### config.mk
export PLATFORM = sky130hd
export DESIGN_NAME = wdt_reset_timer
export DESIGN_NICKNAME = d
export VERILOG_FILES = /design/src/rtl/wdt_pkg.sv /design/src/rtl/wdt_div_stage.sv /design/src/rtl/wdt_prescaler.sv /design/src/rtl/wdt_countdown.sv /design/src/rtl/wdt_rst_out.sv /design/src/rtl/wdt_reset_timer.sv
export SDC_FILE = /design/constraint.sdc
export NUM_CORES = 1
export LEC_CHECK = 0
export BUFFER_PORTS_ARGS = -buffer_cell sky130_fd_sc_hd__buf_2
export CAP_MARGIN = 5
export CORE_ASPECT_RATIO = 0.8
export CORE_MARGIN = 3
export CORE_UTILIZATION = 55
export DETAILED_ROUTE_END_ITERATION = 10
export PLACE_DENSITY = 0.7
export REMOVE_ABC_BUFFERS = 1
export SLEW_MARGIN = 20
export SYNTH_ARGS = -nofsm -noshare
export SYNTH_HDL_FRONTEND = slang
export SYNTH_HIERARCHICAL = 1
export SYNTH_SLANG_ARGS = --single-unit
### constraint.sdc
create_clock -name clk_i -period 10.85 [get_ports clk_i]
set_input_delay 1.085 -clock clk_i [delete_from_list [all_inputs] [get_ports clk_i]]
set_output_delay 1.085 -clock clk_i [all_outputs]
set_load 0.1 [all_outputs]
### src/rtl/wdt_pkg.sv
package wdt_pkg;
  localparam int unsigned REG_W = 8;

  localparam logic [7:0] ADDR_DOM_EN = 8'h30;
  localparam logic [7:0] ADDR_OUT_EN = 8'hF0;
  localparam logic [7:0] ADDR_CFG    = 8'hF5;
  localparam logic [7:0] ADDR_CNT    = 8'hF6;

  localparam int unsigned CFG_STS_B   = 6;
  localparam int unsigned CFG_EN_B    = 5;
  localparam int unsigned CFG_PULSE_B = 4;
  localparam int unsigned CFG_MIN_B   = 3;
  localparam int unsigned OUT_EN_B    = 7;

  typedef struct packed {
    logic       sts;
    logic       en;
    logic       pulse;
    logic       min_unit;
    logic [1:0] pw;
  } cfg_t;
endpackage

### src/rtl/wdt_div_stage.sv
module wdt_div_stage #(
  parameter int unsigned DIV = 2
) (
  input  logic clk_i,
  input  logic rst_ni,
  input  logic clr_i,
  input  logic en_i,
  output logic tick_o
);
  localparam int unsigned W = (DIV > 1) ? $clog2(DIV) : 1;

  logic [W-1:0] cnt_q;
  logic         wrap;

  assign wrap   = (cnt_q == W'(DIV - 1));
  assign tick_o = en_i & wrap;

  always_ff @(posedge clk_i or negedge rst_ni) begin
    if (!rst_ni)      cnt_q <= '0;
    else if (clr_i)   cnt_q <= '0;
    else if (en_i)    cnt_q <= wrap ? '0 : cnt_q + W'(1);
  end
endmodule

### src/rtl/wdt_prescaler.sv
module wdt_prescaler #(
  parameter int unsigned CLK_PER_MS  = 25000,
  parameter int unsigned MS_PER_SEC  = 1000,
  parameter int unsigned SEC_PER_MIN = 60
) (
  input  logic clk_i,
  input  logic rst_ni,
  input  logic run_i,
  input  logic restart_i,
  input  logic min_sel_i,
  output logic tick_o
);
  localparam int unsigned NSTAGE = 3;
  localparam int unsigned DIVS [NSTAGE] = '{CLK_PER_MS, MS_PER_SEC, SEC_PER_MIN};

  logic [NSTAGE-1:0] tk;
  logic [NSTAGE-1:0] en;
  logic              clr;

  assign clr = restart_i | ~run_i;
  assign en  = {tk[NSTAGE-2:0], run_i};

  for (genvar g = 0; g < NSTAGE; g++) begin : g_stage
    wdt_div_stage #(.DIV(DIVS[g])) u_div (
      .clk_i  (clk_i),
      .rst_ni (rst_ni),
      .clr_i  (clr),
      .en_i   (en[g]),
      .tick_o (tk[g])
    );
  end

  assign tick_o = min_sel_i ? tk[2] : tk[1];
endmodule

### src/rtl/wdt_countdown.sv
module wdt_countdown #(
  parameter int unsigned CW = 8
) (
  input  logic          clk_i,
  input  logic          rst_ni,
  input  logic          load_i,
  input  logic [CW-1:0] load_val_i,
  input  logic          run_i,
  input  logic          tick_i,
  output logic [CW-1:0] cnt_o,
  output logic          expire_o
);
  logic [CW-1:0] cnt_q;
  logic          fired_q;
  logic          at_end;

  assign at_end   = (cnt_q <= CW'(1));
  assign expire_o = run_i & tick_i & ~load_i & ~fired_q & at_end;
  assign cnt_o    = cnt_q;

  always_ff @(posedge clk_i or negedge rst_ni) begin
    if (!rst_ni) begin
      cnt_q   <= '0;
      fired_q <= 1'b0;
    end else if (load_i) begin
      cnt_q   <= load_val_i;
      fired_q <= 1'b0;
    end else if (!run_i) begin
      fired_q <= 1'b0;
    end else if (tick_i && !fired_q) begin
      if (at_end) begin
        cnt_q   <= '0;
        fired_q <= 1'b1;
      end else begin
        cnt_q   <= cnt_q - CW'(1);
      end
    end
  end
endmodule

### src/rtl/wdt_rst_out.sv
module wdt_rst_out #(
  parameter int unsigned CLK_PER_MS = 25000,
  parameter int unsigned PW0_MS     = 1,
  parameter int unsigned PW1_MS     = 25,
  parameter int unsigned PW2_MS     = 125,
  parameter int unsigned PW3_MS     = 5000
) (
  input  logic       clk_i,
  input  logic       rst_ni,
  input  logic       run_i,
  input  logic       fire_i,
  input  logic       pulse_i,
  input  logic [1:0] pw_i,
  input  logic       sts_i,
  input  logic       oe_i,
  output logic       rst_no
);
  localparam int unsigned PWC [4] = '{PW0_MS * CLK_PER_MS, PW1_MS * CLK_PER_MS,
                                      PW2_MS * CLK_PER_MS, PW3_MS * CLK_PER_MS};
  localparam int unsigned MAX01 = (PWC[0] > PWC[1]) ? PWC[0] : PWC[1];
  localparam int unsigned MAX23 = (PWC[2] > PWC[3]) ? PWC[2] : PWC[3];
  localparam int unsigned PWMAX = (MAX01 > MAX23) ? MAX01 : MAX23;
  localparam int unsigned PW_W  = $clog2(PWMAX + 1);

  logic            act_q;
  logic            mode_q;
  logic [PW_W-1:0] pw_cnt_q;

  always_ff @(posedge clk_i or negedge rst_ni) begin
    if (!rst_ni) begin
      act_q    <= 1'b0;
      mode_q   <= 1'b0;
      pw_cnt_q <= '0;
    end else if (fire_i) begin
      act_q    <= 1'b1;
      mode_q   <= pulse_i;
      pw_cnt_q <= PW_W'(PWC[pw_i] - 1);
    end else if (!run_i) begin
      act_q    <= 1'b0;
    end else if (act_q) begin
      if (mode_q) begin
        if (pw_cnt_q == '0) act_q <= 1'b0;
        else                pw_cnt_q <= pw_cnt_q - PW_W'(1);
      end else if (!sts_i) begin
        act_q <= 1'b0;
      end
    end
  end

  assign rst_no = ~(oe_i & act_q);
endmodule

### src/rtl/wdt_reset_timer.sv
module wdt_reset_timer
  import wdt_pkg::*;
#(
  parameter int unsigned CLK_PER_MS  = 25000,
  parameter int unsigned MS_PER_SEC  = 1000,
  parameter int unsigned SEC_PER_MIN = 60,
  parameter int unsigned PW0_MS      = 1,
  parameter int unsigned PW1_MS      = 25,
  parameter int unsigned PW2_MS      = 125,
  parameter int unsigned PW3_MS      = 5000
) (
  input  logic             clk_i,
  input  logic             rst_ni,
  input  logic             wr_en_i,
  input  logic [REG_W-1:0] addr_i,
  input  logic [REG_W-1:0] wdata_i,
  output logic [REG_W-1:0] rdata_o,
  output logic             wdt_rst_no
);
  logic             dom_en_q;
  logic             oe_q;
  cfg_t             cfg_q;
  logic             sts_q;
  logic             run_w;
  logic             tick_w;
  logic             expire_w;
  logic [REG_W-1:0] cnt_w;
  logic             wr_dom, wr_oe, wr_cfg, wr_cnt;

  assign wr_dom = wr_en_i & (addr_i == ADDR_DOM_EN);
  assign wr_oe  = wr_en_i & (addr_i == ADDR_OUT_EN);
  assign wr_cfg = wr_en_i & (addr_i == ADDR_CFG);
  assign wr_cnt = wr_en_i & (addr_i == ADDR_CNT);

  assign run_w  = dom_en_q & cfg_q.en;

  always_ff @(posedge clk_i or negedge rst_ni) begin
    if (!rst_ni) begin
      dom_en_q <= 1'b0;
      oe_q     <= 1'b0;
      cfg_q    <= '0;
    end else begin
      if (wr_dom) dom_en_q <= wdata_i[0];
      if (wr_oe)  oe_q     <= wdata_i[OUT_EN_B];
      if (wr_cfg) begin
        cfg_q.en       <= wdata_i[CFG_EN_B];
        cfg_q.pulse    <= wdata_i[CFG_PULSE_B];
        cfg_q.min_unit <= wdata_i[CFG_MIN_B];
        cfg_q.pw       <= wdata_i[1:0];
      end
    end
  end

  // status: expiry wins over a same-cycle clear
  always_ff @(posedge clk_i or negedge rst_ni) begin
    if (!rst_ni)                            sts_q <= 1'b0;
    else if (expire_w)                      sts_q <= 1'b1;
    else if (wr_cfg && wdata_i[CFG_STS_B])  sts_q <= 1'b0;
  end

  wdt_prescaler #(
    .CLK_PER_MS (CLK_PER_MS),
    .MS_PER_SEC (MS_PER_SEC),
    .SEC_PER_MIN(SEC_PER_MIN)
  ) u_pre (
    .clk_i     (clk_i),
    .rst_ni    (rst_ni),
    .run_i     (run_w),
    .restart_i (wr_cnt),
    .min_sel_i (cfg_q.min_unit),
    .tick_o    (tick_w)
  );

  wdt_countdown #(.CW(REG_W)) u_cnt (
    .clk_i      (clk_i),
    .rst_ni     (rst_ni),
    .load_i     (wr_cnt),
    .load_val_i (wdata_i),
    .run_i      (run_w),
    .tick_i     (tick_w),
    .cnt_o      (cnt_w),
    .expire_o   (expire_w)
  );

  wdt_rst_out #(
    .CLK_PER_MS(CLK_PER_MS),
    .PW0_MS    (PW0_MS),
    .PW1_MS    (PW1_MS),
    .PW2_MS    (PW2_MS),
    .PW3_MS    (PW3_MS)
  ) u_out (
    .clk_i   (clk_i),
    .rst_ni  (rst_ni),
    .run_i   (run_w),
    .fire_i  (expire_w),
    .pulse_i (cfg_q.pulse),
    .pw_i    (cfg_q.pw),
    .sts_i   (sts_q),
    .oe_i    (oe_q),
    .rst_no  (wdt_rst_no)
  );

  always_comb begin
    rdata_o = '0;
    case (addr_i)
      ADDR_DOM_EN: rdata_o[0]        = dom_en_q;
      ADDR_OUT_EN: rdata_o[OUT_EN_B] = oe_q;
      ADDR_CFG: begin
        rdata_o[CFG_STS_B]   = sts_q;
        rdata_o[CFG_EN_B]    = cfg_q.en;
        rdata_o[CFG_PULSE_B] = cfg_q.pulse;
        rdata_o[CFG_MIN_B]   = cfg_q.min_unit;
        rdata_o[1:0]         = cfg_q.pw;
      end
      ADDR_CNT:    rdata_o = cnt_w;
      default:     rdata_o = '0;
    endcase
  end
endmodule

==> run_results.csv, run 1 <==
group,metric,value,unit
run_status,status,"finished clean",
cts,numCtsBuffers,9,
global_routing,antenna_found_initial,0,
critical_path,worst_setup_path_end_kind,"flop",
synth,synthTopCellsByCount,"dfrtp_1 (77), nor2_1 (36), nand2_1 (28)",
cts,cts-hold-fix-buffers,0,
drt,dr.first_iter.drc_count,257,
power,seqPwrFrac,0.561,
worst_hold_path,min_to,"u_pre/g_stage[2].u_div/cnt_q[3]$_DFFE_PN0P_",
critical_path,r2r_slack,5.28,ns
synth,synth_cell_types,73,
cts,cts_setup_buffers,0,
sta,post-route-period-util,0.5134,
cts,cts-root-buf,"clkbuf_8",
finish,design_area,5221,um2
synth,ys_ff_latch,77,
floorplanning,die_y,90.27,um
floorplanning,die-area,10050,um2
synth,synth_ff_type,"dfrtp_1",
sta,skew,0.01362,ns
finish,antenna_cells,0,
global_routing,grt_pass1_vias,3779,
drt,drc,0,
finish,fin_nets,546,
critical_path,crit_arrival,5.85,ns
cts,clk_path_buf_depth,2,
critical_path,cp_max_fo,19,
critical_path,rr_endpoint,"u_out/pw_cnt_q[18]$_DFFE_PN0P_",
drt,vias_per_cell,6.307,
cts,insertion_delay,0.36,ns
cts,clock_sinks,77,
placed_design,place_congestion,0.8470,
global_routing,grt_pass1_wl,18.33,mm
worst_hold_path,whs_path_depth,1,
power,ir_drop,85.59,uV
synth,yosysSeqAreaShare,0.3947,
sta,setup_viol,0,
synth,yosysMostFrequentCell,"dfrtp_1",
cts,cts_resized,0,
power,p_comb_frac,0.053,
sta,fin_crit,5.570,ns
sta,worstMarginPinSlew,0.9862,ns
cts,htreeDepth,3,
drt,antenna_left,0,
power,power.density,100.8,nW/um2
synth,ys.warnings.count,6,
sta,fmax,179.5,MHz
critical_path,startpoint_type,"flop",
global_routing,gr-usage-all-layers,0.2216,
critical_path,criticalPathCategory,"reg -> reg",
power,p_leak,2.163,nW
floorplanning,initial_core_util,0.5705,
placed_design,hpwl,7.077,mm
drt,firstDrtPassIters,5,
synth,netlist.area_leader.share,0.3947,
placed_design,io_buffers,27,
floorplanning,die_x,111.3,um
finish,syn_to_final_growth,6.945,%
synth,yosysTopAreaCell,"dfrtp_1",
sta,final_hold_viol_count,0,
power,switching_power,0.0001305,W
drt,finalWirelength,10.67,mm
finish,drive_above_1_share,0.1558,
synth,synth_edf_count,0,
sta,final-max-slew-violation-count,0,
power,p_clk_frac,0.386,
placed_design,dpl-instance-area,5044,um2
cts,clkTransAtPathRegs,0.08,ns
drt,wire_per_inst,16.89,um
global_routing,grt_overflow,0,
sta,slew_headroom,0.3425,
global_routing,grt_start_max_net_pins,78,
drt,vias,3986,
synth,async_flop_share,1.000,
power,power.internal,0.0003959,W
synth,syn-instance-count,501,
floorplanning,io_pins,28,
synth,avgSynthCellArea,9.745,um2
worst_hold_path,worstHoldStart,"u_pre/g_stage[2].u_div/cnt_q[3]$_DFFE_PN0P_",
run,drv_cap,0,
power,p_sw_frac,0.2479,
floorplanning,core,8558,um2
sta,fin_tns_setup,0,ns
floorplanning,rows,30,
worst_hold_path,worstHoldPathType,"reg -> reg",
critical_path,r2r_cells,20,
critical_path,cp.required,11.13,ns
synth,syn_area,4882,um2
sta,rsz0062_at_grt,"false",
synth,synth_area_leaders,"dfrtp_1 (39%), xor2_1 (4.3%), ha_1 (3.1%)",
cts,cts_tree,"yes",
critical_path,crit-reg2reg-launch,"u_pre/g_stage[0].u_div/cnt_q[1]$_DFFE_PN0P_",
state kept, by name, indices dropped and copies added, names as in the netlist:
| name | cells |
|---|---|
| u_cnt/fired_q | 1 |
| u_out/mode_q | 1 |
| sts_q | 1 |
| cfg_q | 5 |
| u_out/act_q | 1 |
| u_cnt/cnt_o | 8 |
| dom_en_q | 1 |
| u_out/pw_cnt_q | 27 |
| u_pre/g_stage.u_div/cnt_q | 31 |
| oe_q | 1 |
cells by family after synthesis:
kind of cell               share of synthesized area
AOI/OAI and AO/OA                             0.1510
adders and majority gates                    0.03075
and+or+nand+nor                               0.2609
DFF                                           0.3947
xor gates and xnor gates                     0.06638
muxes                                        0.05997
buffers and inverters                        0.03639
power groups by stage:
stage / combinational, W / sequential [W] / clock [W]
floorplan: 0.0000147 / 0.000299 / 0
global placement: 0.0000275 / 0.000301 / 0
detailed placement: 0.0000280 / 0.000301 / 0
CTS: 0.0000283 / 0.000295 / 0.000211
global route: 0.0000316 / 0.000296 / 0.000223
finish: 0.0000278 / 0.000295 / 0.000203
worst max-delay path: stages (launching register included):
cell and delay [ns]:
dfrtp_1 0.43, ha_1 0.26, and4_1 0.35, nand4_1 0.19, nor2_1 0.43, inv_1 0.17
nor4_1 0.81, nand2_1 0.21, nor2b_1 0.15, mux2_4 0.16, nand3b_1 0.20, nor3_2 0.23
inv_2 0.20, nand2_1 0.11, ha_1 0.30, nand2b_1 0.11, or4_4 0.45, nor4_1 0.24
nand3_1 0.14, xor2_1 0.19, a21boi_0 0.16
per-layer routing:
metal  track usage  up-vias  routed length (um)
met5             0        -                   0
met4       0.06282        0                 113
met3       0.06363       13                 746
met2        0.3107      137                4642
met1        0.3333     1926                5170
li1              -     1910                   -
worst max path at each step:
stage / cells past startpoint / slack, ns / end / from
3_3_place_gp: 20 / 5.63 / u_out/pw_cnt_q[18]$_DFFE_PN0P_ / u_pre/g_stage[0].u_div/cnt_q[0]$_DFFE_PN0P_
5_1_grt: 20 / 4.63 / u_out/pw_cnt_q[26]$_DFFE_PN0P_ / u_pre/g_stage[0].u_div/cnt_q[1]$_DFFE_PN0P_
2_1_floorplan: 20 / 3.70 / u_out/pw_cnt_q[18]$_DFFE_PN0P_ / u_pre/g_stage[0].u_div/cnt_q[0]$_DFFE_PN0P_
6_report: 20 / 5.28 / u_out/pw_cnt_q[18]$_DFFE_PN0P_ / u_pre/g_stage[0].u_div/cnt_q[1]$_DFFE_PN0P_
4_1_cts: 20 / 5.32 / u_out/pw_cnt_q[18]$_DFFE_PN0P_ / u_pre/g_stage[0].u_div/cnt_q[0]$_DFFE_PN0P_
3_5_place_dp: 20 / 5.38 / u_out/pw_cnt_q[26]$_DFFE_PN0P_ / u_pre/g_stage[0].u_div/cnt_q[0]$_DFFE_PN0P_
metrics by stage:
stage / utilization / cells / worst slack (ns) / hold WS (ns) / power [W]
floorplan: - / 476 / 3.698 / 0.4818 / 0.0003140
global placement: 0.5893 / 616 / 5.627 / 0.5136 / 0.0003282
detailed placement: 0.5893 / 616 / 5.385 / 0.5181 / 0.0003288
CTS: 0.6101 / 632 / 5.324 / 0.5302 / 0.0005343
global route: 0.6101 / 632 / 4.635 / 0.5714 / 0.0005506
finish: 0.6101 / 632 / 5.280 / 0.5307 / 0.0005264
cell type report:
cell class                 count  area, um2
tap                          112      140.1
fill                         739       3337
timing repair buffer          28      145.1
clock buffer                  12      155.1
inverter                      13      48.80
clock inverter                 4      22.52
sequential                    77       1927
multi-input combinational    386       2783
placed cells by master (no fill, tap or decap), types with 4 or more instances in the layout:
cell / count
dfrtp_1: 77
nor2_1: 36
nand2_1: 28
buf_2: 26
o21ai_0: 25
nand3_1: 25
xor2_1: 24
nand4_1: 21
a21oi_1: 16
nor3_1: 15
xnor2_1: 13
inv_1: 12
or3_1: 12
ha_1: 12
clkbuf_8: 11
mux2_2: 10
a22o_1: 9
mux2i_1: 9
nor4_1: 8
a21boi_0: 8
nand2b_1: 7
or4_1: 7
and4_1: 6
mux2_4: 6
and2_1: 5
o211ai_1: 5
nor3b_1: 5
o31ai_1: 5
or4_4: 4
o22ai_1: 4
and3_1: 4
Note: power is estimated with default switching activity, not from simulation.
==> inputs of run 2 (changes only) <==
Clock period 10.85 ns to 5.36 ns, I/O delays scaled along.
==> run_results.csv, run 2 (same netlist as run 1, synthesis figures left out) <==
group,metric,value,unit
cts,clk_path_buf_depth,2,
critical_path,path_buf_inv,4,
finish,fin_nets,551,
finish,largest_register_ffs,31,
drt,vias_per_cell,6.262,
critical_path,critical_path.endpoint,"u_out/pw_cnt_q[18]$_DFFE_PN0P_",
cts,clkTransAtPathRegs,0.09,ns
run,drv_cap,0,
placed_design,dpl-instance-area,5081,um2
drt,dr.first_iter.drc_count,314,
global_routing,met3_usage,0.06564,
drt,firstDrtPassIters,5,
drt,wire_per_inst,16.81,um
critical_path,cpPeakStageDelay,0.45,ns
critical_path,r2r_cells,22,
critical_path,worst_setup_path_end_kind,"flop",
critical_path,cp_num_cells,22,
global_routing,met2_usage,0.3077,
sta,fin_crit,4.827,ns
critical_path,rr_endpoint,"u_out/pw_cnt_q[18]$_DFFE_PN0P_",
floorplanning,die_y,90.27,um
global_routing,grt_overflow,0,
cts,numCtsBuffers,9,
placed_design,place_inst,621,
finish,final_core_util,0.6143,
finish,final_cell_mix,"dfrtp_1 (77), nor2_1 (36), nand2_1 (28)",
floorplanning,io_pins,28,
floorplanning,rows,30,
finish,drive_above_1_share,0.1676,
floorplanning,die-area,10050,um2
finish,design_area,5258,um2
sta,setup_viol,0,
drt,antenna_left,0,
sta,fmax,207.2,MHz
drt,finalWirelength,10.71,mm
placed_design,hpwl,7.374,mm
critical_path,criticalPathCategory,"reg -> reg",
critical_path,cp.required,5.63,ns
critical_path,startpoint_type,"flop",
placed_design,place_congestion,0.8412,
global_routing,met1_usage,0.3526,
power,p_leak,2.177,nW
finish,n_fill_cell,709,
global_routing,grt_start_max_net_pins,78,
floorplanning,die_x,111.3,um
finish,syn_to_final_growth,7.688,%
finish,final_common_cell,"dfrtp_1",
critical_path,r2r_slack,0.53,ns
power,ir_drop,193.6,uV
cts,cts-root-buf,"clkbuf_8",
critical_path,cp_slowest_cell,"or4_4",
sta,skew,0.008556,ns
sta,worst_slack,0.5328,ns
critical_path,crit-reg2reg-launch,"u_pre/g_stage[0].u_div/cnt_q[0]$_DFFE_PN0P_",
sta,slew_headroom,0.3495,
global_routing,grt_pass1_vias,3723,
global_routing,antenna_found_initial,0,
critical_path,crit_family,"simple AND/OR/NAND/NOR gates",
finish,antenna_cells,0,
finish,fin_cells,637,
global_routing,gr-usage-all-layers,0.2240,
cts,cts_tree,"yes",
critical_path,worstPathCellList,"ha_1 -> and4_1 -> nand4_1 -> nor2_1 -> buf_4 -> inv_1 -> nor4_1 -> buf_4 -> nand2_1 -> nor2b_1 -> mux2_4 -> nand3b_1 -> nor3_2 -> inv_2 -> nand2_1 -> ha_2 -> nand2b_1 -> or4_4 -> nor4_1 -> nand3_1 -> xor2_1 -> a21boi_0",
global_routing,gr-max-usage-layer,"met1",
sta,final-max-slew-violation-count,0,
sta,rsz0062_at_grt,"false",
sta,worstMarginPinSlew,0.9758,ns
drt,drc,0,
critical_path,crit_start,"u_pre/g_stage[0].u_div/cnt_q[0]$_DFFE_PN0P_",
floorplanning,core,8558,um2
finish,regMostFlops,"u_pre/g_stage.u_div/cnt_q",
sta,fin_tns_setup,0,ns
placed_design,io_buffers,27,
cts,insertion_delay,0.36,ns
cts,clock_sinks,77,
cts,htreeDepth,3,
worst_hold_path,worstHoldPathType,"in -> async",
run_status,status,"finished clean",
drt,vias,3989,
placed_design,dp_slack,0.5577,ns
sta,final_hold_viol_count,0,
floorplanning,initial_core_util,0.5705,
critical_path,cp_max_fo,19,
sta,post-route-period-util,0.9006,
power,power.density,200.1,nW/um2
global_routing,grt_pass1_wl,18.66,mm
critical_path,crit_arrival,5.10,ns
==> run 2: worst register-to-register path: stages, from the launching register on <==
cell	delay (ns)
dfrtp_1	0.43
ha_1	0.26
and4_1	0.35
nand4_1	0.19
nor2_1	0.14
buf_4	0.16
inv_1	0.09
nor4_1	0.26
buf_4	0.19
nand2_1	0.08
nor2b_1	0.12
mux2_4	0.16
nand3b_1	0.20
nor3_2	0.22
inv_2	0.20
nand2_1	0.11
ha_2	0.26
nand2b_1	0.09
or4_4	0.45
nor4_1	0.28
nand3_1	0.13
xor2_1	0.18
a21boi_0	0.18
==> run 2: through the flow <==
stage,hold slack [ns],power (W)
final,0.3306,0.001052
after global routing,0.3809,0.001099
after CTS,0.3715,0.001066
after detailed placement,0.5190,0.0006664
after global placement,0.5168,0.0006647
after floorplan,0.2404,0.0006356
==> run 2: worst min path at each step <==
stage | startpoint | end | slack (ns) | cells past startpoint
detailed placement | cfg_q[4]$_DFFE_PN0P_ | cfg_q[4]$_DFFE_PN0P_ | 0.52 | 1
finish | rst_ni | u_pre/g_stage[1].u_div/cnt_q[7]$_DFFE_PN0P_ | 0.33 | 1
global route | rst_ni | u_pre/g_stage[1].u_div/cnt_q[7]$_DFFE_PN0P_ | 0.38 | 1
CTS | rst_ni | u_out/pw_cnt_q[14]$_DFFE_PN0P_ | 0.37 | 1
global placement | u_pre/g_stage[0].u_div/cnt_q[14]$_DFFE_PN0P_ | u_pre/g_stage[0].u_div/cnt_q[14]$_DFFE_PN0P_ | 0.52 | 2
floorplan | rst_ni | cfg_q[0]$_DFFE_PN0P_ | 0.24 | 0
==> run 2: layer usage <==
| metal | vias up | share of wire |
|---|---|---|
| met1 | 1933 | 0.49 |
| met4 | 0 | 0.0071 |
| li1 | 1923 | - |
| met5 | - | 0 |
| met3 | 9 | 0.066 |
| met2 | 124 | 0.44 |
==> run 2: final cells by class <==
type | count | area (um2) | area share
inverters | 13 | 48.80 | 0.009281
repair buffers | 33 | 182.7 | 0.03475
multi-input cells | 386 | 2785 | 0.5297
well taps | 112 | 140.1 | 0.02665
flip-flops and latches | 77 | 1927 | 0.3665
clock buffers | 9 | 123.9 | 0.02356
clock inverters | 7 | 50.05 | 0.009519
==> run 2: what timing repair did <==
item	CTS	global route
endpoints found under the setup margin	0	1
hold buffers	0	0
buffers inserted	0	0
gates resized for setup	0	1
==> run 2: report_power, final <==
| group | internal [W] | total [W] | switching, W |
|---|---|---|---|
| registers | 0.000587 | 0.000598 | 0.0000106 |
| clock network | 0.000169 | 0.000398 | 0.000228 |
| logic | 0.0000229 | 0.0000565 | 0.0000336 |
